`src/rtl/morse_play_pkg.sv`:
```
package morse_play_pkg;

    typedef enum logic [1:0] {
        KIND_DIT   = 2'd0,
        KIND_DAH   = 2'd1,
        KIND_SPACE = 2'd2
    } elem_kind_e;

    typedef enum logic [1:0] {
        MSG_CQ_LONG  = 2'd0,
        MSG_CQ_SHORT = 2'd1,
        MSG_CQ_TEST  = 2'd2,
        MSG_QRZ      = 2'd3
    } msg_id_e;

    // character code: element count plus pattern, first element at bit len-1, 1 = dah
    localparam int LEN_W = 3;
    localparam int PAT_W = 6;

    typedef struct packed {
        logic [LEN_W-1:0] len;
        logic [PAT_W-1:0] pat;
    } char_code_t;

    // stored message text; a space is a word boundary, '+' is the end-of-message prosign
    localparam TXT_LONG  = "CQ CQ CQ DE X1ABC X1ABC X1ABC + K";
    localparam TXT_SHORT = "CQ CQ CQ DE X1ABC X1ABC K";
    localparam TXT_TEST  = "CQ TEST CQ TEST DE X1ABC X1ABC K";
    localparam TXT_QRZ   = "QRZ? DE X1ABC K";

    localparam int LEN_LONG  = $bits(TXT_LONG) / 8;
    localparam int LEN_SHORT = $bits(TXT_SHORT) / 8;
    localparam int LEN_TEST  = $bits(TXT_TEST) / 8;
    localparam int LEN_QRZ   = $bits(TXT_QRZ) / 8;

    localparam int MAX_AB  = (LEN_LONG > LEN_SHORT) ? LEN_LONG : LEN_SHORT;
    localparam int MAX_CD  = (LEN_TEST > LEN_QRZ) ? LEN_TEST : LEN_QRZ;
    localparam int MSG_MAX = (MAX_AB > MAX_CD) ? MAX_AB : MAX_CD;
    localparam int IDX_W   = $clog2(MSG_MAX + 1);

    function automatic char_code_t mk(input int n, input logic [PAT_W-1:0] p);
        char_code_t r;
        r.len = LEN_W'(n);
        r.pat = p;
        return r;
    endfunction

    function automatic logic [IDX_W-1:0] msg_len(input msg_id_e id);
        case (id)
            MSG_CQ_LONG:  return IDX_W'(LEN_LONG);
            MSG_CQ_SHORT: return IDX_W'(LEN_SHORT);
            MSG_CQ_TEST:  return IDX_W'(LEN_TEST);
            default:      return IDX_W'(LEN_QRZ);
        endcase
    endfunction

    function automatic logic [7:0] msg_char(input msg_id_e id, input logic [IDX_W-1:0] idx);
        int i;
        logic [7:0] c;
        i = int'(idx);
        c = 8'h00;
        case (id)
            MSG_CQ_LONG:  if (i < LEN_LONG)  c = TXT_LONG[8*(LEN_LONG-1-i) +: 8];
            MSG_CQ_SHORT: if (i < LEN_SHORT) c = TXT_SHORT[8*(LEN_SHORT-1-i) +: 8];
            MSG_CQ_TEST:  if (i < LEN_TEST)  c = TXT_TEST[8*(LEN_TEST-1-i) +: 8];
            default:      if (i < LEN_QRZ)   c = TXT_QRZ[8*(LEN_QRZ-1-i) +: 8];
        endcase
        return c;
    endfunction

    // text byte to Morse elements; unknown bytes return length 0
    function automatic char_code_t char_code(input logic [7:0] c);
        int d;
        logic [4:0] dp;
        if (c >= "0" && c <= "9") begin
            d  = int'(c) - int'("0");
            dp = (d <= 5) ? (5'h1F >> d) : ~(5'h1F >> (d - 5));
            return mk(5, {1'b0, dp});
        end
        case (c)
            "A": return mk(2, 6'b01);
            "B": return mk(4, 6'b1000);
            "C": return mk(4, 6'b1010);
            "D": return mk(3, 6'b100);
            "E": return mk(1, 6'b0);
            "F": return mk(4, 6'b0010);
            "G": return mk(3, 6'b110);
            "H": return mk(4, 6'b0000);
            "I": return mk(2, 6'b00);
            "J": return mk(4, 6'b0111);
            "K": return mk(3, 6'b101);
            "L": return mk(4, 6'b0100);
            "M": return mk(2, 6'b11);
            "N": return mk(2, 6'b10);
            "O": return mk(3, 6'b111);
            "P": return mk(4, 6'b0110);
            "Q": return mk(4, 6'b1101);
            "R": return mk(3, 6'b010);
            "S": return mk(3, 6'b000);
            "T": return mk(1, 6'b1);
            "U": return mk(3, 6'b001);
            "V": return mk(4, 6'b0001);
            "W": return mk(3, 6'b011);
            "X": return mk(4, 6'b1001);
            "Y": return mk(4, 6'b1011);
            "Z": return mk(4, 6'b1100);
            "?": return mk(6, 6'b001100);
            "+": return mk(5, 6'b01010);
            "=": return mk(5, 6'b10001);
            "/": return mk(5, 6'b10010);
            default: return mk(0, 6'b0);
        endcase
    endfunction

endpackage

```
`src/rtl/morse_msg_select.sv`:
```
module morse_msg_select
    import morse_play_pkg::*;
(
    input  logic    clk,
    input  logic    rst,
    input  logic    mem_a,
    input  logic    mem_b,
    input  logic    dit,
    input  logic    dah,
    input  logic    play_busy,
    input  logic    play_done,
    output logic    start,
    output msg_id_e start_id,
    output logic    swap_mode,
    output logic    mute_mode,
    output logic    sel_idle
);

    typedef enum logic [2:0] {
        SEL_IDLE,
        SEL_ARM_A,
        SEL_ARM_B,
        SEL_PLAY,
        SEL_RELEASE
    } sel_state_e;

    sel_state_e st;
    logic       any_in;

    assign any_in   = mem_a | mem_b | dit | dah;
    assign sel_idle = (st == SEL_IDLE);

    always_ff @(posedge clk) begin
        if (rst) begin
            st        <= SEL_IDLE;
            start     <= 1'b0;
            start_id  <= MSG_CQ_LONG;
            swap_mode <= 1'b0;
            mute_mode <= 1'b0;
        end else begin
            start <= 1'b0;
            case (st)
                SEL_IDLE: begin
                    if (mem_a)      st <= SEL_ARM_A;
                    else if (mem_b) st <= SEL_ARM_B;
                end
                SEL_ARM_A: begin
                    if (dah) begin
                        start    <= 1'b1;
                        start_id <= MSG_CQ_LONG;
                        st       <= SEL_PLAY;
                    end else if (dit) begin
                        start    <= 1'b1;
                        start_id <= MSG_CQ_SHORT;
                        st       <= SEL_PLAY;
                    end else if (mem_b) begin
                        swap_mode <= ~swap_mode;
                        st        <= SEL_RELEASE;
                    end
                end
                SEL_ARM_B: begin
                    if (dah) begin
                        start    <= 1'b1;
                        start_id <= MSG_CQ_TEST;
                        st       <= SEL_PLAY;
                    end else if (dit) begin
                        start    <= 1'b1;
                        start_id <= MSG_QRZ;
                        st       <= SEL_PLAY;
                    end else if (mem_a) begin
                        mute_mode <= ~mute_mode;
                        st        <= SEL_RELEASE;
                    end
                end
                SEL_PLAY: begin
                    if (play_done) st <= SEL_RELEASE;
                end
                SEL_RELEASE: begin
                    if (!any_in) st <= SEL_IDLE;
                end
                default: st <= SEL_IDLE;
            endcase
        end
    end

    // mode bits only change while no message is playing
    a_r4_toggle_when_quiet: assert property (@(posedge clk) disable iff (rst)
        (swap_mode != $past(swap_mode) || mute_mode != $past(mute_mode)) |-> !$past(play_busy));

    // a new message is only launched into an idle player
    a_r11_start_into_idle: assert property (@(posedge clk) disable iff (rst)
        start |-> !play_busy);

endmodule

```
`src/rtl/morse_msg_seq.sv`:
```
module morse_msg_seq
    import morse_play_pkg::*;
(
    input  logic       clk,
    input  logic       rst,
    input  logic       start,
    input  msg_id_e    start_id,
    input  logic       cmd_in,
    input  logic       elem_done,
    output logic       elem_req,
    output elem_kind_e elem_kind,
    output logic       busy,
    output logic       done,
    output logic       cancel_latch
);

    typedef enum logic [2:0] {
        P_IDLE,
        P_LEAD,
        P_LOAD,
        P_ELEM,
        P_GAP,
        P_WGAP
    } play_state_e;

    play_state_e      state;
    msg_id_e          id;
    logic [IDX_W-1:0] idx;
    logic [LEN_W-1:0] eidx;
    char_code_t       code;
    logic [7:0]       cur_ch;
    char_code_t       cur_code;
    logic [PAT_W-1:0] shifted;

    assign cur_ch   = msg_char(id, idx);
    assign cur_code = char_code(cur_ch);
    assign busy     = (state != P_IDLE);
    assign elem_req = (state == P_LEAD) || (state == P_ELEM) ||
                      (state == P_GAP)  || (state == P_WGAP);

    always_comb begin
        shifted   = code.pat >> (code.len - LEN_W'(1) - eidx);
        elem_kind = KIND_SPACE;
        if (state == P_ELEM) elem_kind = shifted[0] ? KIND_DAH : KIND_DIT;
    end

    always_ff @(posedge clk) begin
        if (rst) begin
            state        <= P_IDLE;
            id           <= MSG_CQ_LONG;
            idx          <= '0;
            eidx         <= '0;
            code         <= '0;
            done         <= 1'b0;
            cancel_latch <= 1'b0;
        end else begin
            done <= 1'b0;
            case (state)
                P_IDLE: begin
                    if (!cmd_in) cancel_latch <= 1'b0;
                    if (start) begin
                        id    <= start_id;
                        idx   <= '0;
                        state <= P_LEAD;
                    end
                end
                P_LEAD: begin
                    if (elem_done) state <= P_LOAD;
                end
                P_LOAD: begin
                    if (idx == msg_len(id)) begin
                        state <= P_IDLE;
                        done  <= 1'b1;
                    end else if (cur_ch == " ") begin
                        state <= P_WGAP;
                    end else if (cur_code.len == '0) begin
                        idx <= idx + 1'b1;
                    end else begin
                        code  <= cur_code;
                        eidx  <= '0;
                        state <= P_ELEM;
                    end
                end
                P_ELEM: begin
                    if (elem_done) begin
                        if (eidx == code.len - LEN_W'(1)) state <= P_GAP;
                        else                              eidx  <= eidx + 1'b1;
                    end
                end
                P_GAP: begin
                    if (elem_done) begin
                        idx   <= idx + 1'b1;
                        state <= P_LOAD;
                    end
                end
                P_WGAP: begin
                    if (elem_done) begin
                        cancel_latch <= 1'b1;
                        idx          <= idx + 1'b1;
                        if (cmd_in) begin
                            state <= P_IDLE;
                            done  <= 1'b1;
                        end else begin
                            state <= P_LOAD;
                        end
                    end
                end
                default: state <= P_IDLE;
            endcase
        end
    end

    // a pending request holds its kind until the timer answers
    a_r6_req_hold: assert property (@(posedge clk) disable iff (rst)
        (elem_req && !elem_done) |=> (elem_req && $stable(elem_kind)));

    // the end-of-playback pulse lasts one cycle
    a_r8_done_single: assert property (@(posedge clk) disable iff (rst)
        done |=> !done);

    // once playback has ended nothing more is requested
    a_r7_quiet_after_end: assert property (@(posedge clk) disable iff (rst)
        done |-> (!elem_req && !start));

endmodule

```
`src/rtl/morse_playback.sv`:
```
module morse_playback
    import morse_play_pkg::*;
(
    input  logic       clk,
    input  logic       rst,
    input  logic       mem_a_btn,
    input  logic       mem_b_btn,
    input  logic       dit_pad,
    input  logic       dah_pad,
    input  logic       cmd_in,
    input  logic       elem_done,
    output logic       elem_req,
    output logic [1:0] elem_kind,
    output logic       play_busy,
    output logic       play_done,
    output logic       mem_inhibit,
    output logic       swap_mode,
    output logic       mute_mode,
    output logic       speed_adj_en
);

    logic       start;
    msg_id_e    start_id;
    logic       sel_idle;
    logic       cancel_latch;
    elem_kind_e kind;

    morse_msg_select u_select (
        .clk       (clk),
        .rst       (rst),
        .mem_a     (mem_a_btn),
        .mem_b     (mem_b_btn),
        .dit       (dit_pad),
        .dah       (dah_pad),
        .play_busy (play_busy),
        .play_done (play_done),
        .start     (start),
        .start_id  (start_id),
        .swap_mode (swap_mode),
        .mute_mode (mute_mode),
        .sel_idle  (sel_idle)
    );

    morse_msg_seq u_seq (
        .clk          (clk),
        .rst          (rst),
        .start        (start),
        .start_id     (start_id),
        .cmd_in       (cmd_in),
        .elem_done    (elem_done),
        .elem_req     (elem_req),
        .elem_kind    (kind),
        .busy         (play_busy),
        .done         (play_done),
        .cancel_latch (cancel_latch)
    );

    assign elem_kind    = kind;
    assign mem_inhibit  = play_busy;
    assign speed_adj_en = sel_idle & ~play_busy & cmd_in & ~cancel_latch;

    // every element of a playback is timed without paddle memory
    a_r10_plain_timing: assert property (@(posedge clk) disable iff (rst)
        elem_req |-> mem_inhibit);

    // a latched cancel keeps the command press out of speed adjust
    a_r9_latch_blocks_speed: assert property (@(posedge clk) disable iff (rst)
        cancel_latch |-> !speed_adj_en);

    // speed adjust is never offered during playback
    a_r9_no_speed_while_busy: assert property (@(posedge clk) disable iff (rst)
        play_busy |-> !speed_adj_en);

endmodule

```
`config.mk`:
```
export PLATFORM = sky130hd
export DESIGN_NAME = morse_playback
export DESIGN_NICKNAME = d
export VERILOG_FILES = /design/src/rtl/morse_play_pkg.sv /design/src/rtl/morse_msg_select.sv /design/src/rtl/morse_msg_seq.sv /design/src/rtl/morse_playback.sv
export SDC_FILE = /design/constraint.sdc
export NUM_CORES = 1
export LEC_CHECK = 0
export CAP_MARGIN = 20
export CORE_MARGIN = 5
export CORE_UTILIZATION = 60
export CTS_CLUSTER_DIAMETER = 100
export DETAILED_ROUTE_END_ITERATION = 8
export PLACE_DENSITY = 0.78
export SYNTH_ARGS = -nofsm -noshare
export SYNTH_HDL_FRONTEND = slang
export SYNTH_HIERARCHICAL = 1
export SYNTH_SLANG_ARGS = --single-unit
```
`constraint.sdc`:
```
create_clock -name clk -period 6.88 [get_ports clk]
set_input_delay 1.376 -clock clk [delete_from_list [all_inputs] [get_ports clk]]
set_output_delay 1.376 -clock clk [all_outputs]
set_load 0.02 [all_outputs]
```
==> results of run 1 <==
-- power groups by stage --
stage	combinational [mW]	sequential, mW	clock [mW]
after floorplan	1.38	0.251	0
after detailed placement	1.71	0.277	0
after CTS	1.73	0.274	0.148
final	1.78	0.276	0.145
after global routing	1.94	0.283	0.157
after global placement	1.68	0.277	0
-- sequential cells by signal, indices dropped and copies added, names as in the netlist, 2 cells and up --
register,count
u_seq/id,2
u_select/start_id,2
u_select/st,3
u_seq/state,3
u_seq/eidx,3
u_seq/code,8
u_seq/idx,6
-- routing by layer --
metal  vias up  wire length [um]  GRT usage
li1       2537                 -          -
met1      2500              6490      0.406
met2       358              6640      0.459
met3        55              1400     0.0463
met4         0               567      0.130
met5         -                 0          0
-- worst paths after layout --
check	to	slack, ns	depth (start not counted)
max	u_seq/idx[3]$_SDFFE_PP0P_	1.38	17
min	u_seq/code[0]$_SDFFE_PP0P_	0.46	2
max reg2reg	u_seq/idx[3]$_SDFFE_PP0P_	1.38	17
min reg2reg	u_seq/code[0]$_SDFFE_PP0P_	0.46	2
-- cells in the final DEF, fill, tap and decap left out, types with 5 or more instances in the layout --
master	netlist	layout
xor2_1	9	9
o211ai_1	7	7
a21oi_1	66	66
nand2_1	48	48
and2_1	5	5
nor2b_1	19	19
inv_1	18	18
a32oi_1	6	6
clkdlybuf4s50_1	0	16
a21o_1	5	5
or4_1	5	5
o22ai_1	7	7
xnor2_1	14	14
nor2_1	71	71
a22oi_1	7	7
nand4_1	5	5
or3_1	7	7
a211oi_1	17	17
nand3_1	22	22
a31oi_1	6	6
o21a_1	5	5
dfxtp_1	32	30
mux2i_1	8	8
buf_4	8	13
ha_1	17	17
o21ai_0	37	37
clkbuf_8	0	5
nand2b_1	15	15
o21ai_1	7	7
o31ai_1	7	7
nor3_1	25	25
a221oi_1	10	10
and3_1	6	6
-- critical path: stages (launching register included) --
cell and delay [ns]:
dfxtp_1 0.33, inv_1 0.05, ha_1 0.19, buf_4 0.23
nor2b_1 0.17, buf_4 0.21, o21ai_1 0.32, nand2_1 0.19
o41a_1 0.47, a211o_1 0.32, or3_1 0.54, ha_1 0.35
or3_1 0.40, a32o_1 0.27, nor4_4 0.46, a211oi_2 0.22
or4_1 0.53, a21oi_1 0.16
-- per-stage QoR --
stage,util,power (mW)
2_1_floorplan,-,1.63
4_1_cts,0.639,2.15
3_3_place_gp,0.627,1.96
5_1_grt,0.639,2.38
6_report,0.639,2.20
3_5_place_dp,0.627,1.99
-- kinds of logic (layout without fill, tap and decap cells) --
kind of cell | count (synthesis) | count (layout) | synth area share
AO/OA/AOI/OAI | 252 | 252 | 0.359
XOR/XNOR | 26 | 26 | 0.0534
adder cells (fa/ha/maj) | 19 | 19 | 0.0505
buffers and inverters | 84 | 59 | 0.0841
flip-flops | 32 | 32 | 0.133
multiplexers | 13 | 13 | 0.0307
AND/OR/NAND/NOR | 264 | 264 | 0.289
-- final cells by class --
cell class,instances,area (um^2),area share
multi-input combinational,574,3760,0.758
inverter,22,82.6,0.0166
clock inverter,3,18.8,0.00378
sequential,32,643,0.130
clock buffer,5,68.8,0.0139
tap,102,128,0.0257
timing repair buffer,29,258,0.0520
==> run metrics, run 1 <==
status finished, final reports clean; fin area 0.00496 mm^2; Post-synth top cells nor2_1, a21oi_1, nand2_1, o21ai_0, dfxtp_1; Max H-tree Level 2; setup tns final 0 ns; EDFF count, synth 0; clock latency on the worst-skew pair just under 0.3 ns; combinational power share 0.809; Antenna Cells 0; WS Path Type flip-flop to flip-flop; Resized Gates After CTS 0; clock tree from TritonCTS built; synthesized area per cell about 7 um^2; placed cell areas between 0.004 and 0.005 mm^2; clock sinks 32; Die Ht 99.5 um; sequential element share of the synthesized area 0.133; pre-CTS WS between 1 and 1.5 ns; wire per inst a little under 20 um; Hold WS between 0.4 and 0.5 ns; WL final about 15000 um; Max Fclk approximately 0.18 GHz; Leak Pwr between 1.5 and 2 nW; # nets final 690; fin crit share 0.799; Top FF cell, synth dfxtp_1; layout cells sized above 1 0.0722; switching power between 1 and 1.5 mW; Cell Area, Synth slightly below 0.005 mm^2; ys async rst share 0; Fin. Hold Viols 0; Post-Syn Instances between 600 and 700; hold path start u_seq/code[0]$_SDFFE_PP0P_; area grow syn2layout 3.20%; Synth Net Count 716; Netlist cell types 94; first-pass GRT wire length between 20000 and 25000 um; placed cells around 760; worst-case clock buffer depth 2; chip width 99.5 um; dpl hpwl between 10000 and 15000 um; number of synthesis warnings 6; Core ar. roughly 0.0078 mm^2; switch share 0.562; worst min path class flip-flop to flip-flop; pwr dens around 440 mW/mm^2; initial antenna violation count 0; RSZ-0062 raised after global routing no; total CTS buffers 5; drt first-iter violations between 600 and 700; largest cells by area after synthesis dfxtp_1, a21oi_1, nor2_1; CTS Hold Buffers Added 0; reg-to-reg critical path startpoint u_seq/idx[0]$_SDFFE_PP0P_; remaining routing DRC violations 0; clock share of power 0.066; I/O pin cnt 17; Initial Utilization 0.619; cell taking the most area after synthesis dfxtp_1; postcts setup bufs 0; area fraction of the dominant cell type after synthesis 0.133; Peak supply drop roughly 0.00025 V; maxcap violations 0; post-route insts no fill between 700 and 800; clock-pin slew of the registers on the worst-case setup and hold paths 0.07 ns; Worst Path Arrival ~5.7 ns; Die ar. around 0.0099 mm^2; clock skew around 0.0067 ns; Critical path origin u_seq/idx[0]$_SDFFE_PP0P_; via count roughly 5.5k; count of final setup violators 0; Filler cells ~740; top-count cell post-synth nor2_1; crit-path max FO 29; fin crit period ~5.5 ns; Slew Limit Headroom 0.367; length of the first detailed-routing pass in iterations 6; part of the power in registers 0.125; final worst-path setup slack roughly 1.4 ns; IO buf count 16; antenna viol nets, final 0; vias in the first global route approximately 5k; Row Count 32; post-synthesis register bit count 32; crit start category flip-flop; GRT Residual Overflow 0; CP endpoint kind flip-flop; required time of the critical path a little over 7 ns; Int Pwr a little under 1 mW; Slew @ Worst Pin 0.948 ns; pin count of the biggest net entering global routing between 50 and 60; root buf cell clkbuf_8; Pins Over Slew Limit 0; gr usage total 0.296; Vias per Instance 7.11; routability cong. between 1 and 1.5
(Power assumes the default switching activity.)
==> run 2: changes to the inputs <==
Settings changed: CORE_UTILIZATION 60 to 57.
Clock period 6.88 ns to 4.84 ns, I/O delays scaled along.
==> run 2 against run 1 <==
Maximum frequency grew 19%. Die area grew 4.7%. Sequential share of layout area shrank 1.4 points. Utilization grew 4.3 points. Routed wire length grew 9.7%. Combinational power grew 73%. Critical path depth shrank 1. Via count grew 5.1%. Register-to-register slack lost 1.2 ns. Count of clock-buffer cells in the layout is the same. Highest routed layer unchanged.
==> run metrics, run 2 (synthesis gave the netlist of run 1 again) <==
# nets final 740; clock sinks 32; status finished, final reports clean; combinational power share 0.827; initial antenna violation count 0; required time of the critical path 5.04 ns; length of the first detailed-routing pass in iterations 5; via count roughly 5.7k; Initial Utilization 0.585; GRT Residual Overflow 0; Crit-path slowest cell or4_1; root buf cell clkbuf_8; clock-pin slew of the registers on the worst-case setup and hold paths 0.07 ns; worst r2r path cells 16; IO buf count 16; Core ar. between 0.008 and 0.009 mm^2; CP endpoint kind flip-flop; clock tree from TritonCTS built; vias in the first global route between 5k and 6k; Die ar. about 0.010 mm^2; WL final approximately 17000 um; fin util 0.682; clock latency on the worst-skew pair around 0.28 ns; fin crit period between 4 and 5 ns; I/O pin cnt 17; crit-path max FO 39; drt first-iter violations 598; WS Path Type flip-flop to flip-flop; Peak supply drop approximately 0.00052 V; dpl hpwl between 10000 and 15000 um; routability cong. around 1.1; Antenna Cells 0; pwr dens around 670 mW/mm^2; crit-path cells buf_8 > ha_1 > buf_4 > nor2b_1 > nor2_1 > o21ai_0 > a311oi_2 > a211o_1 > or3_4 > ha_4 > or3_1 > a32o_2 > nor4_4 > a211oi_4 > or4_1 > a21oi_1; Largest regs u_seq/code: 8 flops, u_seq/idx: 6 flops; max reg flops 8; maxcap violations 0; crit path capture u_seq/idx[3]$_SDFFE_PP0P_; Slew @ Worst Pin 0.953 ns; RR Endpoint u_seq/idx[3]$_SDFFE_PP0P_; worst-case clock buffer depth 2; first-pass GRT wire length approximately 27000 um; antenna viol nets, final 0; switching power around 1.9 mW; layout cells sized above 1 0.171; Vias per Instance between 6 and 7; pin count of the biggest net entering global routing 53; Die Ht just over 100 um; Fin. Hold Viols 0; Hold WS 0.457 ns; fin crit share 0.956; clock share of power 0.068; Row Count 33; total CTS buffers 5; Int Pwr between 1.5 and 2 mW; Pins Over Slew Limit 0; remaining routing DRC violations 0; part of the power in registers 0.105; crit start category flip-flop; chip width ~100 um; worst min path class flip-flop to flip-flop; area grow syn2layout 16.5%; clock skew a little over 0.004 ns; Max Fclk roughly 0.22 GHz; Worst Path Arrival a little under 5 ns; most frequent cells in the layout nor2_1, a21oi_1, buf_4; setup tns final 0 ns; Leak Pwr 2.08 nW; Filler cells 704; R2R Setup Slk 0.21 ns; count of final setup violators 0; wire per inst ~20 um; Max H-tree Level 2; gr usage total 0.326; CP max stage delay around 0.53 ns; Critical path origin u_seq/idx[1]$_SDFFE_PP0P_; Slew Limit Headroom 0.360; CTS Hold Buffers Added 0; reg-to-reg critical path startpoint u_seq/idx[1]$_SDFFE_PP0P_; commonest non-fill, non-tap cell in the layout nor2_1; Most flops, register u_seq/code; switch share 0.517
run 2: changes by cell type in the layout (fill, tap and decap cells not counted), sizes merged:
cell    change
buf        +50
bufinv      +1
clkinv      -2
inv         +1
run 2: worst max-delay path: cells and delay by family (launching register included):
| kind | cells | cell delay [ns] |
|---|---|---|
| compound gates | 6 | 1.21 |
| simple gates | 6 | 2.07 |
| fa+ha+maj | 2 | 0.43 |
| buf+inv | 2 | 0.47 |
| flops | 1 | 0.34 |
run 2: layout make-up:
| class | instances | area (um^2) | area share |
|---|---|---|---|
| well taps | 105 | 131 | 0.0235 |
| multi-input cells | 574 | 3940 | 0.703 |
| clock buffers | 5 | 68.8 | 0.0123 |
| inverters | 22 | 82.6 | 0.0147 |
| clock inverters | 3 | 41.3 | 0.00737 |
| repair buffers | 79 | 693 | 0.124 |
| flip-flops and latches | 32 | 648 | 0.116 |
run 2: how the worst min path moves through the flow:
| stage | startpoint | end | slack, ns | cells past startpoint |
|---|---|---|---|---|
| floorplan | u_seq/code[0]$_SDFFE_PP0P_ | u_seq/code[0]$_SDFFE_PP0P_ | 0.43 | 2 |
| global route | u_seq/code[1]$_SDFFE_PP0P_ | u_seq/code[1]$_SDFFE_PP0P_ | 0.48 | 2 |
| CTS | u_seq/code[0]$_SDFFE_PP0P_ | u_seq/code[0]$_SDFFE_PP0P_ | 0.46 | 2 |
| global placement | u_seq/code[0]$_SDFFE_PP0P_ | u_seq/code[0]$_SDFFE_PP0P_ | 0.44 | 2 |
| finish | u_seq/code[0]$_SDFFE_PP0P_ | u_seq/code[0]$_SDFFE_PP0P_ | 0.46 | 2 |
| detailed placement | u_seq/code[0]$_SDFFE_PP0P_ | u_seq/code[0]$_SDFFE_PP0P_ | 0.45 | 2 |
run 2: repair_timing:
action	in CTS	in global routing
cloned	0	0
buffers inserted	0	6
pin swaps	0	3
setup endpoints to repair	1	18
gates resized for setup	1	27
run 2: power groups by stage:
stage	logic, mW	registers [mW]	clock network [mW]
CTS	2.89	0.390	0.260
detailed placement	2.85	0.396	0
finish	3.08	0.392	0.255
global route	3.32	0.403	0.271
global placement	2.81	0.395	0
floorplan	2.12	0.359	0
run 2: metrics by stage:
stage	std cells	power (mW)	worst slack, ns	cell area (um^2)
2_1_floorplan	690	2.48	0.000119	4960
3_3_place_gp	806	3.20	0.0825	5310
3_5_place_dp	806	3.24	0.0243	5310
4_1_cts	814	3.54	0.0354	5430
5_1_grt	820	4.00	-0.00148	5600
6_report	820	3.73	0.213	5600
run 2: per-layer routing:
layer | GRT usage | up-vias | wire [um]
met2 | 0.515 | 400 | 7360
li1 | - | 2649 | -
met1 | 0.449 | 2624 | 6870
met3 | 0.0437 | 56 | 1620
met4 | 0.135 | 0 | 711
met5 | 0 | - | 0
